### src/rtl/sbenc_pkg.sv
`timescale 1ns/1ps
package sbenc_pkg;

   localparam int MAX_PAR = 32;

   typedef enum logic [1:0] {
      PH_IDLE = 2'd0,
      PH_HDR  = 2'd1,
      PH_PAY  = 2'd2,
      PH_PAR  = 2'd3
   } sb_phase_e;

   // GF(2^8) product reduced by the field polynomial
   function automatic logic [7:0] gf_mul(input logic [7:0] a,
                                          input logic [7:0] b,
                                          input logic [8:0] poly);
      logic [7:0] acc;
      logic [7:0] x;
      acc = 8'h00;
      x   = a;
      for (int i = 0; i < 8; i++) begin
         if (b[i]) acc = acc ^ x;
         x = x[7] ? ((x << 1) ^ poly[7:0]) : (x << 1);
      end
      return acc;
   endfunction

   // Low coefficients of prod (x + alpha^j), j = 0..np-1; leading one dropped
   function automatic logic [8*MAX_PAR-1:0] rs_gen(input int np,
                                                   input logic [8:0] poly);
      logic [7:0] g [0:MAX_PAR];
      logic [7:0] root;
      logic [8*MAX_PAR-1:0] packed_g;
      for (int i = 0; i <= MAX_PAR; i++) g[i] = 8'h00;
      g[0] = 8'h01;
      root = 8'h01;
      for (int j = 0; j < np; j++) begin
         for (int i = np; i >= 1; i--)
            g[i] = g[i-1] ^ gf_mul(g[i], root, poly);
         g[0] = gf_mul(g[0], root, poly);
         root = gf_mul(root, 8'h02, poly);
      end
      packed_g = '0;
      for (int i = 0; i < MAX_PAR; i++)
         if (i < np) packed_g[8*i +: 8] = g[i];
      return packed_g;
   endfunction

endpackage

### src/rtl/sbenc_seq.sv
`timescale 1ns/1ps
module sbenc_seq
   import sbenc_pkg::*;
#(
   parameter int HDR_N = 2,
   parameter int PAY_N = 192,
   parameter int PAR_N = 12,
   localparam int MAXN = (PAY_N > HDR_N) ? ((PAY_N > PAR_N) ? PAY_N : PAR_N)
                                         : ((HDR_N > PAR_N) ? HDR_N : PAR_N),
   localparam int CW   = $clog2(MAXN + 1)
) (
   input  logic            clk,
   input  logic            rst_n,
   input  logic            go,
   input  logic            step,
   output sb_phase_e       phase,
   output logic [CW-1:0]   cnt,
   output logic            last
);

   logic [CW-1:0] cur_len;

   always_comb begin
      unique case (phase)
         PH_HDR:  cur_len = CW'(HDR_N);
         PH_PAY:  cur_len = CW'(PAY_N);
         PH_PAR:  cur_len = CW'(PAR_N);
         default: cur_len = CW'(1);
      endcase
      last = (phase != PH_IDLE) && (cnt == cur_len - CW'(1));
   end

   always_ff @(posedge clk or negedge rst_n) begin
      if (!rst_n) begin
         phase <= PH_IDLE;
         cnt   <= '0;
      end else if (go && phase == PH_IDLE) begin
         phase <= PH_HDR;
         cnt   <= '0;
      end else if (step && phase != PH_IDLE) begin
         if (last) begin
            cnt <= '0;
            unique case (phase)
               PH_HDR:  phase <= PH_PAY;
               PH_PAY:  phase <= PH_PAR;
               default: phase <= PH_IDLE;
            endcase
         end else begin
            cnt <= cnt + CW'(1);
         end
      end
   end

   // position never leaves the current part of the block
   assert_cnt_bound_R1: assert property (@(posedge clk) disable iff (!rst_n)
      (phase != PH_IDLE) |-> (cnt < cur_len));

   // payload is followed by parity only after the full payload count
   assert_pay_to_par_R1: assert property (@(posedge clk) disable iff (!rst_n)
      (phase == PH_PAY && !step) |=> (phase == PH_PAY));

endmodule

### src/rtl/sbenc_rs.sv
`timescale 1ns/1ps
module sbenc_rs
   import sbenc_pkg::*;
#(
   parameter int         NP   = 12,
   parameter logic [8:0] POLY = 9'h11D
) (
   input  logic       clk,
   input  logic       rst_n,
   input  logic       clr,
   input  logic       feed,
   input  logic       shift,
   input  logic [7:0] din,
   output logic [7:0] par_top,
   output logic       empty
);

   localparam logic [8*MAX_PAR-1:0] GEN = rs_gen(NP, POLY);

   logic [7:0] r   [NP];
   logic [7:0] nxt [NP];
   logic [7:0] fb;

   assign fb      = din ^ r[NP-1];
   assign par_top = r[NP-1];

   always_comb begin
      for (int i = 0; i < NP; i++) begin
         if (feed)
            nxt[i] = ((i == 0) ? 8'h00 : r[(i == 0) ? 0 : i-1])
                     ^ gf_mul(fb, GEN[8*i +: 8], POLY);
         else if (shift)
            nxt[i] = (i == 0) ? 8'h00 : r[(i == 0) ? 0 : i-1];
         else
            nxt[i] = r[i];
      end
      empty = 1'b1;
      for (int i = 0; i < NP; i++)
         if (r[i] != 8'h00) empty = 1'b0;
   end

   always_ff @(posedge clk or negedge rst_n) begin
      if (!rst_n) begin
         for (int i = 0; i < NP; i++) r[i] <= 8'h00;
      end else if (clr) begin
         for (int i = 0; i < NP; i++) r[i] <= 8'h00;
      end else begin
         for (int i = 0; i < NP; i++) r[i] <= nxt[i];
      end
   end

   // feeding and draining never overlap
   assert_feed_xor_shift_R4: assert property (@(posedge clk) disable iff (!rst_n)
      !(feed && shift));

   // a cleared register starts the next block empty
   assert_clear_empty_R4: assert property (@(posedge clk) disable iff (!rst_n)
      clr |=> empty);

endmodule

### src/rtl/sbenc_scr.sv
`timescale 1ns/1ps
module sbenc_scr #(
   parameter bit          ENABLE = 1'b1,
   parameter logic [14:0] SEED   = 15'h6A3C
) (
   input  logic       clk,
   input  logic       rst_n,
   input  logic       load,
   input  logic       adv,
   output logic [7:0] mask
);

   generate
      if (ENABLE) begin : g_whiten
         logic [14:0] st;
         logic [14:0] nx;
         logic        fbit;

         always_comb begin
            nx   = st;
            mask = 8'h00;
            fbit = 1'b0;
            for (int b = 7; b >= 0; b--) begin
               fbit    = nx[14] ^ nx[13];
               mask[b] = fbit;
               nx      = {nx[13:0], fbit};
            end
         end

         always_ff @(posedge clk or negedge rst_n) begin
            if (!rst_n)    st <= SEED;
            else if (load) st <= SEED;
            else if (adv)  st <= nx;
         end

         // the whitening register must never lock up at zero
         assert_state_live_R5: assert property (@(posedge clk) disable iff (!rst_n)
            $countones(st) != 0);

         // a reload lands on the seed
         assert_reload_seed_R5: assert property (@(posedge clk) disable iff (!rst_n)
            load |=> (st == SEED));
      end else begin : g_plain
         assign mask = 8'h00;
      end
   endgenerate

endmodule

### src/rtl/syncblk_encoder.sv
`timescale 1ns/1ps
module syncblk_encoder
   import sbenc_pkg::*;
#(
   parameter int          HDR_BYTES = 2,
   parameter int          PAY_BYTES = 192,
   parameter int          PAR_BYTES = 12,
   parameter logic [8:0]  GF_POLY   = 9'h11D,
   parameter bit          WHITEN    = 1'b1,
   parameter logic [14:0] WSEED     = 15'h6A3C,
   localparam int         HDR_W     = 8 * HDR_BYTES,
   localparam int         MAXN      = (PAY_BYTES > HDR_BYTES)
                                      ? ((PAY_BYTES > PAR_BYTES) ? PAY_BYTES : PAR_BYTES)
                                      : ((HDR_BYTES > PAR_BYTES) ? HDR_BYTES : PAR_BYTES),
   localparam int         CW        = $clog2(MAXN + 1)
) (
   input  logic             clk,
   input  logic             rst_n,
   input  logic             blk_start,
   input  logic [HDR_W-1:0] blk_id,
   input  logic             in_valid,
   input  logic [7:0]       in_data,
   output logic             in_ready,
   output logic             out_valid,
   output logic [7:0]       out_data,
   input  logic             out_ready
);

   generate
      if (HDR_BYTES < 1 || PAY_BYTES < 1) begin : g_bad_len
         $error("syncblk_encoder: header and payload need at least one byte");
      end
      if (PAR_BYTES < 1 || PAR_BYTES > MAX_PAR) begin : g_bad_par
         $error("syncblk_encoder: parity length out of range");
      end
      if (HDR_BYTES + PAY_BYTES + PAR_BYTES > 255) begin : g_bad_code
         $error("syncblk_encoder: codeword exceeds 255 bytes");
      end
      if (WSEED == 15'h0000) begin : g_bad_seed
         $error("syncblk_encoder: whitening seed must be nonzero");
      end
   endgenerate

   sb_phase_e       phase;
   logic [CW-1:0]   cnt;
   logic            last;
   logic            adv;
   logic            go;
   logic            step;
   logic [HDR_W-1:0] id_q;
   logic [7:0]      hdr_byte;
   logic [7:0]      par_byte;
   logic [7:0]      raw;
   logic [7:0]      mask;
   logic            rs_empty;

   assign adv      = !out_valid || out_ready;
   assign go       = blk_start && (phase == PH_IDLE);
   assign in_ready = (phase == PH_PAY) && adv;

   always_comb begin
      unique case (phase)
         PH_HDR, PH_PAR: step = adv;
         PH_PAY:         step = adv && in_valid;
         default:        step = 1'b0;
      endcase
   end

   always_comb begin
      hdr_byte = 8'h00;
      for (int k = 0; k < HDR_BYTES; k++)
         if (cnt == CW'(k)) hdr_byte = id_q[8*(HDR_BYTES-1-k) +: 8];
   end

   always_comb begin
      unique case (phase)
         PH_HDR:  raw = hdr_byte;
         PH_PAY:  raw = in_data;
         PH_PAR:  raw = par_byte;
         default: raw = 8'h00;
      endcase
   end

   always_ff @(posedge clk or negedge rst_n) begin
      if (!rst_n)  id_q <= '0;
      else if (go) id_q <= blk_id;
   end

   sbenc_seq #(
      .HDR_N (HDR_BYTES),
      .PAY_N (PAY_BYTES),
      .PAR_N (PAR_BYTES)
   ) u_seq (
      .clk   (clk),
      .rst_n (rst_n),
      .go    (go),
      .step  (step),
      .phase (phase),
      .cnt   (cnt),
      .last  (last)
   );

   sbenc_rs #(
      .NP   (PAR_BYTES),
      .POLY (GF_POLY)
   ) u_rs (
      .clk     (clk),
      .rst_n   (rst_n),
      .clr     (go),
      .feed    (step && (phase == PH_HDR || phase == PH_PAY)),
      .shift   (step && (phase == PH_PAR)),
      .din     (raw),
      .par_top (par_byte),
      .empty   (rs_empty)
   );

   sbenc_scr #(
      .ENABLE (WHITEN),
      .SEED   (WSEED)
   ) u_scr (
      .clk   (clk),
      .rst_n (rst_n),
      .load  (go),
      .adv   (step),
      .mask  (mask)
   );

   always_ff @(posedge clk or negedge rst_n) begin
      if (!rst_n) begin
         out_valid <= 1'b0;
         out_data  <= 8'h00;
      end else if (step) begin
         out_valid <= 1'b1;
         out_data  <= raw ^ mask;
      end else if (out_ready) begin
         out_valid <= 1'b0;
      end
   end

   // a stalled output byte is held unchanged
   assert_hold_R7: assert property (@(posedge clk) disable iff (!rst_n)
      (out_valid && !out_ready) |=> (out_valid && $stable(out_data)));

   // payload is only taken during the payload part
   assert_ready_phase_R6: assert property (@(posedge clk) disable iff (!rst_n)
      in_ready |-> (phase == PH_PAY));

   // parity register is fully drained once the last parity byte leaves
   assert_drained_R4: assert property (@(posedge clk) disable iff (!rst_n)
      (phase == PH_PAR && step && last) |=> rs_empty);

   // a start during a block changes neither position nor part
   assert_ignore_start_R8: assert property (@(posedge clk) disable iff (!rst_n)
      (phase != PH_IDLE && blk_start && !step) |=> ($stable(cnt) && $stable(phase)));

   // nothing new is emitted while idle
   assert_idle_quiet_R1: assert property (@(posedge clk) disable iff (!rst_n)
      (phase == PH_IDLE && out_valid && out_ready) |=> !out_valid);

endmodule

### config.mk
export PLATFORM = sky130hd
export DESIGN_NAME = syncblk_encoder
export DESIGN_NICKNAME = d
export VERILOG_FILES = /design/src/rtl/sbenc_pkg.sv /design/src/rtl/sbenc_seq.sv /design/src/rtl/sbenc_rs.sv /design/src/rtl/sbenc_scr.sv /design/src/rtl/syncblk_encoder.sv
export SDC_FILE = /design/constraint.sdc
export NUM_CORES = 1
export LEC_CHECK = 0
export ABC_AREA = 1
export BUFFER_PORTS_ARGS = -buffer_cell sky130_fd_sc_hd__buf_4
export CORE_AREA = 2 2 142 144
export DETAILED_ROUTE_END_ITERATION = 6
export DIE_AREA = 0 0 144 146
export PLACE_DENSITY = 0.73
export SLEW_MARGIN = 10
export SYNTH_ARGS = -nofsm -noshare
export SYNTH_HDL_FRONTEND = slang
export SYNTH_HIERARCHICAL = 1
export SYNTH_SLANG_ARGS = --single-unit
### constraint.sdc
create_clock -name clk -period 3.5 [get_ports clk]
set_input_delay 0.7 -clock clk [delete_from_list [all_inputs] [get_ports clk]]
set_output_delay 0.7 -clock clk [all_outputs]
set_load 0.05 [all_outputs]
# After elaboration in Yosys (flattened, before gate mapping)
# Cells that the tools add are included.
[word_totals]
ff_bits = 146
latch_bits = 0
ram_bits = 0
mem_bits_ro = 0
inputBits = 29
output_inout_bits = 10
word_cells = 178
memories = 0
[op_classes]
addsub = 2
n_mul = 0
div = 0
order_cmp = 0
eq_ne = 5
n_shift = 0
mux = 77
n_bitwise = 55
n_reduce_logical = 21
[ops]
columns = ["cell", "n"]
rows = [
  ["$mux W8", 58],
  ["$xor A8 B8 Y8", 40],
  ["$mux W96", 1],
  ["$pmux W8 S3", 2],
  ["$mux W5", 7],
  ["$mux W15", 2],
  ["$not A4 Y4", 7],
  ["$reduce_bool A2 Y1", 5],
  ["$add A8 B1 Y8 const B", 1],
  ["$eq A8 B1 Y1 const B", 1],
  ["$eq A8 B8 Y1", 1],
  ["$logic_and A1 B1 Y1", 8],
  ["$logic_not A8 Y1", 1],
  ["$sub A8 B1 Y8 const B", 1],
  ["$xor A1 B1 Y1", 8],
  ["$mux W2", 3],
  ["$eq A2 B2 Y1 const B", 2],
  ["$pmux W2 S2", 1],
  ["$reduce_bool A3 Y1", 1],
  ["$eq A2 B1 Y1 const B", 1],
  ["$logic_not A2 Y1", 1],
  ["$logic_or A1 B1 Y1", 2],
  ["$mux W1", 2],
  ["$pmux W1 S2", 1],
  ["3 further kinds", 3],
]

# Longest topological paths before layout
# Gate-level depths: netlist (run 1).
[depth]
depth_word = 24
ltp_mapped = 27
depth_no_buf = 27

# By module
# The synthesis (run 1) kept the hierarchy.
[modules_own_cells]
columns = ["mod", "n_inst", "cells_each", "area_each_um2", "seq_area_each_um2"]
rows = [
  ["sbenc_rs", 1, 973, 6937.9, 2402.3],
  ["syncblk_encoder", 1, 237, 1624.1, 625.6],
  ["sbenc_scr", 1, 93, 812.0, 385.4],
  ["sbenc_seq", 1, 105, 763.2, 250.2],
]

# Worst setup path after synthesis (run 1)
# No wires, ideal clock.
[synth_timing]
path_type = "register to register"
from = "register u_seq.phase[0]"
to = "register u_rs/r[85] (netlist name)"
setup_time_ns = 0.130
arrival_ns = 2.878
required_ns = 3.370
slack_ns = 0.492
stages_incl_launch_ff = 18
period_less_slack_ns = 3.008
path_cell_list = "dfrtp_1 -> inv_1 -> ha_1 -> buf_2 -> a211o_1 -> nand3_2 -> buf_2 -> nor2_1 -> clkbuf_1 -> nor2_1 -> inv_1 -> nor2_1 -> nor2_1 -> inv_1 -> buf_1 -> a21oi_1 -> o21ai_0 -> o21ai_0"
[synth_via]
elab_chain_len = 18
elab_cells_between_ends = 37
classes_between = "3 x eq/ne; 15 x mux; 12 x bitwise; 7 x reduce/logical"
[synth_rtl]
columns = ["item", "line", "source"]
rows = [
  ["start, declared", "sbenc_seq.sv:16", "output sb_phase_e phase,"],
  ["start signal, assigned", "sbenc_seq.sv:35", "phase <= PH_IDLE;"],
  ["start signal, assigned", "sbenc_seq.sv:38", "phase <= PH_HDR;"],
  ["start signal, assigned", "sbenc_seq.sv:44", "PH_HDR: phase <= PH_PAY;"],
  ["$eq A2 B2 Y1, or another cell as far along", "syncblk_encoder.sv:62, syncblk_encoder.sv:76, syncblk_encoder.sv:111", ""],
  ["$pmux W8 S3", "syncblk_encoder.sv:76", "unique case (phase)"],
  ["$xor A8 B8 Y8", "sbenc_rs.sv:24", "assign fb = din ^ r[NP-1];"],
  ["$mux W5 or $not A4 Y4 (tied branches)", "n/a", ""],
  ["$mux W5", "sbenc_pkg.sv:23", "x = x[7] ? ((x << 1) ^ poly[7:0]) : (x << 1);"],
  ["$not A4 Y4 (no source line)", "n/a", ""],
  ["$mux W5", "sbenc_pkg.sv:23", ""],
  ["$not A4 Y4 (no source line)", "n/a", ""],
  ["[... 2 more ...]", "n/a", ""],
  ["$mux W5 or $mux W8 (tied branches)", "n/a", ""],
  ["$xor A8 B8 Y8", "sbenc_pkg.sv:22", "if (b[i]) acc = acc ^ x;"],
  ["$mux W8", "sbenc_rs.sv:29", "if (feed)"],
  ["$xor A8 B8 Y8", "sbenc_pkg.sv:22", ""],
  ["$mux W8", "sbenc_rs.sv:29", ""],
  ["$xor A8 B8 Y8", "sbenc_rs.sv:31", "^ gf_mul(fb, GEN[8*i +: 8], POLY);"],
  ["$mux W8", "sbenc_rs.sv:29", ""],
  ["$mux W96", "sbenc_rs.sv:45", "end else if (clr) begin"],
  ["end, declared", "sbenc_rs.sv:20", "logic [7:0] r [NP];"],
]
# Parallel ways exist; a longest one is shown, timed or not. The select of a mux whose other input is x is not followed.
# A chain may end at the register's enable or synchronous reset.

# Worst setup path after layout (run 1)
[layout_timing]
from = "register u_seq.phase[0]"
to = "register u_rs/r[77] (netlist name)"
[layout_via]
elab_cells_between_ends = 39
classes_between = "3 x eq/ne; 16 x mux; 13 x bitwise; 7 x reduce/logical"
[layout_lines]
columns = ["item", "line", "source"]
rows = [
  ["$eq A2 B2 Y1 or $eq A2 B1 Y1 (tied branches)", "syncblk_encoder.sv:76", ""],
  ["$pmux W8 S3 (*)", "syncblk_encoder.sv:76", ""],
  ["named net raw[3]", "syncblk_encoder.sv:53", "logic [7:0] raw;"],
  ["$xor A8 B8 Y8 (*)", "sbenc_rs.sv:24", ""],
  ["$not A4 Y4 (no source line)", "n/a", ""],
  ["$mux W5 (*)", "sbenc_pkg.sv:23", ""],
  ["$xor A8 B8 Y8", "sbenc_pkg.sv:22", ""],
  ["$mux W8", "sbenc_rs.sv:29", ""],
  ["[... 3 more ...]", "n/a", ""],
  ["$mux W8", "sbenc_rs.sv:29", ""],
  ["$xor A8 B8 Y8", "sbenc_pkg.sv:22", ""],
  ["$mux W8", "sbenc_rs.sv:29", ""],
  ["$xor A8 B8 Y8 (*)", "sbenc_pkg.sv:22", ""],
  ["$mux W8 (*)", "sbenc_rs.sv:29", ""],
  ["$xor A8 B8 Y8 (*)", "sbenc_rs.sv:31", ""],
  ["$mux W8 (*)", "sbenc_rs.sv:29", ""],
  ["$mux W96 (*)", "sbenc_rs.sv:45", ""],
]
# The timed path passes the listed nets; every way through them passes the cells marked *. The select of a mux whose other input is x is not followed.

==> impl_metrics.toml, run 1 <==
[sta]
drv_slew = 0
skew_ps = 8.70
fmax_mhz = 305
finalSetupViolCount = 0
whs_ps = 234
rsz0062_at_grt = "yes"
max_slew_margin_pct = 61.7
fin_crit_ps = 3280
hold_violations = 0
setup_tns_ps = 0
setup_ws_ps = 218
period_share_pct = 93.8
tightestPinTransition_ps = 574

[global_routing]
grt.busiest_layer = "met2"
use_met2_pct = 43.4
grt_usage_pct = 27.0
use_met3_pct = 4.11
met1_usage_pct = 36.6
grt_max_degree = 87
grt_pass1_wl_um = 44500
gr-total-overflow = 0
grt_pass1_vias = 8619
antenna_found_initial = 0

[detailed_routing]
wire_per_inst_um = 16.1
vias_per_cell = 5.36
drt_iter0_drc = 719
postRouteAntennaNets = 0
drc = 0
drt_wl_total_um = 27300
drt_first_pass_iters = 5
routed-via-count = 9113

[clocking]
ctsHtreeMaxLevel = 4
clock-sinks = 146
postCtsSetupRepairBufs = 0
clock_path_buffers = 2
cts_resized = 0
cts_buffers = 17
root_buffer = "clkbuf_16"
tritoncts = "done"
clk_pin_slew_worst_paths_ps = 70
cts_hold_buf = 0
clk-insertion-delay-late_ps = 440

[worst_setup_path]
critPathKind = "register to register"
worstPathBufferInverterCount = 5
cp.depth = 23
cp.required_ps = 3830
cp-startpoint = "u_seq/phase[0]"
reg2reg_to = "u_rs/r[77]"
worstPathArrival_ps = 3610
critPathLaunchType = "register"
cpPeakStageDelay_ps = 380
path_cells = "inv_1, ha_1, buf_4, a22o_1, clkinv_1, nand2_2, nand2_2, inv_1, xnor2_2, nand2_1, nand2_2, buf_4, nand2_1, nand2_1, nand2_1, nand2_1, nand2_1, nand2_1, nand2_1, nand2_1, nand3_1, nand3_1, nand2_1"
critPathSlowestCell = "dfrtp_1"
reg2regPathDepth = 23
path_common_cell = "nand2_1"
critPathCapture = "u_rs/r[77]"
r2r_slack_ps = 220
endpoint_kind = "register"
cpLargestDelayFamily = "simple AND/OR/NAND/NOR gates"
rr_startpoint = "u_seq/phase[0]"
path_max_fanout = 8

[job]
max_cap_viol_count = 0

[final_layout]
final_core_util_pct = 58.3
diodes = 0
drive_above_1_share_pct = 16.2
nets = 1461
syn_to_final_growth_pct = 13.6

[min_path]
hold_path_class = "primary input to asynchronous set/reset pin"

[place]
gp_congestion = 0.969
post-place-ws_ps = 156
dp_hpwl_um = 19400
placement.io_buffers = 38

[floorplan]
num_rows = 51
die_x_um = 144
floorplan.initialDensity_pct = 51.3
die_area_um2 = 21000
core_um2 = 19300
io_pins = 39
die_y_um = 146

[logic_synthesis]
yosys_warnings = 6
syn_nets = 1412
synth_area_um2 = 9930
synth_area_per_cell_um2 = 7.24
postSynthCellCount = 1372

[status]
status = "complete, no violations"
[flip-flops by register name (all words and copies together), names as in the netlist]
| signal | count |
|---|---|
| u_rs/r | 88 |
| id_q | 16 |
| u_scr/g_whiten.st | 15 |
| out_data | 8 |
| u_rs/par_top | 8 |
| u_seq/cnt | 8 |
| u_seq/phase | 2 |
| out_valid | 1 |
[cells in the final DEF, fill, tap and decap left out, types with 8 or more instances in the layout]
| cell type | instances |
|---|---|
| dfrtp_1 | 137 |
| and2_1 | 9 |
| nand2_2 | 39 |
| dfstp_2 | 8 |
| clkinv_1 | 10 |
| o21ai_2 | 10 |
| nand3_1 | 123 |
| o21ai_0 | 73 |
| ha_1 | 11 |
| a21oi_1 | 34 |
| nand2_1 | 465 |
| inv_6 | 8 |
| xor2_1 | 50 |
| a22o_1 | 8 |
| inv_1 | 136 |
| nand4_1 | 8 |
| xnor2_1 | 16 |
| o21ai_1 | 11 |
| o22ai_1 | 31 |
| buf_4 | 82 |
| clkbuf_16 | 17 |
| nor2_1 | 51 |
| xor2_2 | 9 |
[metrics by stage]
stage               std cells  instance area, µm²
floorplan                1372                9930
global placement         1667               10600
detailed placement       1667               10600
CTS                      1699               11200
global route             1699               11300
finish                   1699               11300
[per-layer routing]
layer,up-vias,wire length [µm]
met4,0,950
met1,4313,11900
met3,69,1400
li1,4447,-
met2,284,13100
met5,-,0
[worst register-to-register path: stages, from the launching register on]
cell	delay (ps)
dfrtp_1	380
inv_1	90
ha_1	260
buf_4	190
a22o_1	180
clkinv_1	50
nand2_2	50
nand2_2	70
inv_1	80
xnor2_2	310
nand2_1	110
nand2_2	170
buf_4	220
nand2_1	110
nand2_1	180
nand2_1	90
nand2_1	60
nand2_1	60
nand2_1	110
nand2_1	70
nand2_1	90
nand3_1	70
nand3_1	110
nand2_1	60
[how the worst min path moves through the flow]
stage,from,end,slack (ps),cells past startpoint
global placement,id_q[15],id_q[15],460,2
detailed placement,id_q[3],id_q[3],470,2
floorplan,rst_n,id_q[0],400,0
finish,rst_n,u_rs/r[8],230,1
global route,rst_n,u_rs/r[8],280,1
CTS,rst_n,u_rs/r[8],250,1
[area by class of cell]
class                   instances  area (µm²)
multi-input cells            1013        5440
clock inverters                15         136
inverters                     157         601
well taps                     265         332
flip-flops and latches        146        3660
clock buffers                  17         425
repair buffers                 86         678
fillers                      1767        8060
Power of run 1 is left out: the tool's default activity adds up to more than one toggle a clock period on the data nets, which glitch-free logic cannot reach.
==> run 2: changes to the inputs <==
CAP_MARGIN = 40   (was not set)
MAX_ROUTING_LAYER = met4   (was not set)
==> run 2 against run 1 <==
Final cell count grew 0.29%. Sequential share of layout area fell by 0.29 points. Clock-buffer cell count rose by 2. Wire length increased by 0.57%. Critical path depth down 1. Register-to-register slack gained 50 ps. Worst hold slack worse by 160 ps. Setup slack better by 46 ps. Final area is 0.88% higher. First-iteration DRC count shrank 1.3%.
==> impl_metrics.toml, run 2 (same netlist as run 1, synthesis figures left out) <==
[place]
gp_congestion = 1.00
place_area_um2 = 10700
placement.io_buffers = 38
dp_hpwl_um = 19500
post-place-ws_ps = 182

[detailed_routing]
drc = 0
drt_iter0_drc = 710
routed-via-count = 9130
drt_first_pass_iters = 6
postRouteAntennaNets = 0
drt_wl_total_um = 27500
wire_per_inst_um = 16.1
vias_per_cell = 5.36

[min_path]
hold_path_class = "primary input to asynchronous set/reset pin"

[floorplan]
core_um2 = 19300
die_y_um = 146
floorplan.initialDensity_pct = 51.3
die_x_um = 144
num_rows = 51
die_area_um2 = 21000
io_pins = 39

[final_layout]
diodes = 0
nets = 1466
seq_area_um2 = 3660
fin_area_um2 = 11400
largest_reg_flops = 88
final_cell_mix = "464 x nand2_1, 138 x dfrtp_1, 134 x inv_1"
nFillCells = 1762
syn_to_final_growth_pct = 14.6
drive_above_1_share_pct = 16.6
mostFrequentLayoutCell = "nand2_1"
multi_input_area_um2 = 5440
reg_top3 = "u_rs/r (88), id_q (16), u_scr/g_whiten.st (15)"
largest_register = "u_rs/r"

[worst_setup_path]
critPathSlowestCell = "xnor2_2"
critPathLaunchType = "register"
critPathCapture = "u_rs/r[68]"
path_common_cell = "nand2_1"
critPathKind = "register to register"
cp-startpoint = "u_seq/phase[0]"
reg2reg_to = "u_rs/r[68]"
path_max_fanout = 9
endpoint_kind = "register"
r2r_slack_ps = 260
worstPathArrival_ps = 3560
reg2regPathDepth = 22
cp.required_ps = 3820
path_cells = "inv_1, ha_1, buf_4, a22o_1, clkinv_1, nand2_2, nand2_2, inv_1, xnor2_2, xnor2_2, nand2_1, nand2_2, inv_2, nand2_1, nand2_2, inv_2, nand2_1, nand3_2, inv_1, nand2_1, nand3_1, nand2_1"
rr_startpoint = "u_seq/phase[0]"
cpPeakStageDelay_ps = 440

[sta]
max_slew_margin_pct = 60.8
whs_ps = 77.9
setup_ws_ps = 264
tightestPinTransition_ps = 586
period_share_pct = 92.5
finalSetupViolCount = 0
hold_violations = 0
skew_ps = 8.56
fin_crit_ps = 3240
drv_slew = 0
fmax_mhz = 309

[global_routing]
gr-total-overflow = 0
grt_pass1_wl_um = 45100
grt_max_degree = 81
antenna_found_initial = 0
grt_pass1_vias = 8705
grt_usage_pct = 28.0

[clocking]
clock_path_buffers = 2
clk-insertion-delay-late_ps = 430
postCtsSetupRepairBufs = 0
clock-sinks = 146
tritoncts = "done"
clk_pin_slew_worst_paths_ps = 70
ctsHtreeMaxLevel = 4
cts_buffers = 17
root_buffer = "clkbuf_16"

[status]
status = "complete, no violations"

[job]
max_cap_viol_count = 0
==> run 2: metal layers <==
metal / GRT usage, % / wire [µm]
met4: 10.3 / 999
met3: 4.24 / 1250
met1: 36.4 / 11900
met5: - / 0
met2: 44.4 / 13300
==> run 2: through the flow <==
step | setup TNS (ps) | utilization, % | std cells
floorplan | 0 | - | 1372
global placement | 0 | 55.2 | 1670
detailed placement | 0 | 55.3 | 1672
CTS | 0 | 58.4 | 1704
global route | -5.57 | 58.8 | 1704
finish | 0 | 58.8 | 1704
==> run 2: critical path, delay by kind of cell (launching register included) <==
| family | cells | cell delay [ps] |
|---|---|---|
| AO/OA/AOI/OAI | 1 | 180 |
| XOR/XNOR | 2 | 610 |
| adder cells (fa/ha/maj) | 1 | 240 |
| buffers and inverters | 7 | 770 |
| flip-flops | 1 | 380 |
| AND/OR/NAND/NOR | 11 | 910 |
==> run 2: cell type report <==
type / count / share of cell area (%)
timing repair buffer: 91 / 6.54
clock buffer: 19 / 3.89
inverter: 157 / 5.28
tap: 265 / 2.91
sequential: 146 / 32.2
multi-input combinational: 1013 / 47.8
clock inverter: 13 / 1.32
==> run 2: repair_timing <==
action	4_1_cts	5_1_grt
hold buffers	0	0
setup endpoints to repair	0	25
resized for setup	0	17
==> run 2: how the worst min path moves through the flow <==
stage	end	cells past startpoint
floorplan	id_q[0]	0
global placement	u_rs/r[27]	2
detailed placement	u_rs/r[67]	2
CTS	u_rs/r[8]	1
global route	u_rs/r[8]	1
finish	u_rs/r[8]	1
Power of run 2 is left out for the same reason.
==> run 3: changes to the inputs <==
clock period = 3.01 ns   (was 3.5 ns; I/O delays follow)
==> run 3 against run 2 <==
The run now ends with setup timing left. Utilization is 9.5 points higher. Clock skew is 0.77 ps lower. Final cell count is 7.5% higher. Register-to-register slack worse by 320 ps. Setup slack worse by 320 ps. Final area is 16% higher. Worst hold slack better by 39 ps. Flip-flop and latch count stayed put. Largest cell class unchanged.
==> impl_metrics.toml, run 3 (same netlist as run 1, synthesis figures left out) <==
[clocking]
ctsHtreeMaxLevel = 4
cts_buffers = 17
tritoncts = "done"
root_buffer = "clkbuf_16"
clk_pin_slew_worst_paths_ps = 70
clock-sinks = 146
clk-insertion-delay-late_ps = 440
clock_path_buffers = 2

[floorplan]
die_x_um = 144
io_pins = 39
num_rows = 51
die_y_um = 146
floorplan.initialDensity_pct = 51.3
die_area_um2 = 21000
core_um2 = 19300

[final_layout]
seq_area_um2 = 3660
nFillCells = 1461
mostFrequentLayoutCell = "nand2_1"
largest_register = "u_rs/r"
drive_above_1_share_pct = 32.1
multi_input_area_um2 = 6230
reg_top3 = "u_rs/r (88), id_q (16), u_scr/g_whiten.st (15)"
largest_reg_flops = 88
nets = 1593
stdcell_count = 1831
syn_to_final_growth_pct = 33.1
diodes = 0
final_cell_mix = "391 x nand2_1, 189 x buf_4, 138 x dfrtp_1"

[sta]
tightestPinTransition_ps = 562
fin_crit_ps = 3060
setup_ws_ps = -51.3
finalSetupViolCount = 5
max_slew_margin_pct = 62.6
period_share_pct = 102
hold_violations = 0
fmax_mhz = 327
drv_slew = 0
skew_ps = 7.79
rsz0062_at_grt = "yes"

[global_routing]
gr-total-overflow = 0
grt_pass1_wl_um = 46800
grt_max_degree = 57
grt_usage_pct = 29.5
grt_pass1_vias = 9165
antenna_found_initial = 0

[worst_setup_path]
path_common_cell = "nand2_2"
cp.required_ps = 3320
path_cells = "nor2_2, nand2_2, nor2_4, nand2_1, nand2_1, nand2_2, nand2_2, nand2_2, inv_4, xor2_4, buf_6, buf_12, nand2_4, nand2_2, nand2_1, nand2_2, buf_4, nand2_1, nand3_2, nand2_2, a21o_1, nand3_1, o21ai_0"
worstPathArrival_ps = 3370
critPathKind = "register to register"
cpPeakStageDelay_ps = 390
critPathSlowestCell = "dfrtp_1"
path_max_fanout = 8
endpoint_kind = "register"
critPathLaunchType = "register"

[job]
max_cap_viol_count = 0

[detailed_routing]
drt_wl_total_um = 31700
drt_first_pass_iters = 5
routed-via-count = 10008
postRouteAntennaNets = 0
wire_per_inst_um = 17.3
vias_per_cell = 5.47
drt_iter0_drc = 923
drc = 0

[place]
gp_congestion = 0.980
placement.io_buffers = 38
dp_hpwl_um = 20800
dp_cells = 1767

[status]
status = "finished with violations"
violations = "setup timing"

[min_path]
hold_path_class = "primary input to asynchronous set/reset pin"
-- run 3: area by class of cell --
| class | count | area share (%) |
|---|---|---|
| Timing Repair Buffer | 218 | 13.6 |
| Clock inverter | 14 | 1.10 |
| Clock buffer | 18 | 3.25 |
| Inverter | 157 | 4.68 |
| Tap cell | 265 | 2.51 |
| Multi-Input combinational cell | 1013 | 47.1 |
| Sequential cell | 146 | 27.7 |
-- run 3: worst paths after layout --
| check | start | endpoint | slack [ps] | cells past startpoint |
|---|---|---|---|---|
| min in group clk | blk_id[1] | id_q[1] | 350 | 3 |
| worst min register to register | out_data[4] | out_data[4] | 480 | 2 |
| worst min-delay path | rst_n | u_rs/r[20] | 120 | 1 |
| worst max-delay path | u_seq/cnt[7] | u_rs/r[69] | -50 | 23 |
| worst max register to register | u_seq/cnt[7] | u_rs/r[69] | -50 | 23 |
| max in group asynchronous | rst_n | u_rs/r[63] | 2120 | 2 |
-- run 3: per-stage QoR --
stage	hold WS, ps	worst slack, ps	TNS [ps]	cell area [µm²]	utilization [%]
detailed placement	467	-220	-1880	11400	58.9
global route	169	-212	-5100	13200	68.3
CTS	151	-9.70	-11.2	12100	62.8
floorplan	306	1.95	0	9930	-
finish	117	-51.3	-142	13200	68.3
global placement	464	-193	-707	11400	58.9
-- run 3: what timing repair did --
action,CTS,global route
hold buffers,0,0
setup endpoints to repair,41,83
pin swaps,4,54
resized for setup,34,210
buffers inserted,2,30
-- run 3: worst max-delay path: cells and delay by family, from the launching register on --
kind / cells / cell delay, ps
compound gates: 2 / 230
xor+xnor: 1 / 240
buf+inv: 4 / 510
flops: 1 / 390
simple gates: 16 / 1530
-- run 3: per-layer routing --
layer  part of all wire (%)  vias up  global-route usage [%]  wire (µm)
li1                       -     4693                       -          -
met1                     41     4800                    37.9      13000
met2                     49      402                    47.1      15500
met3                    5.9      113                    4.15       1880
met4                    4.4        0                    11.4       1400
met5                      0        -                       -          0
Power of run 3 is left out for the same reason.
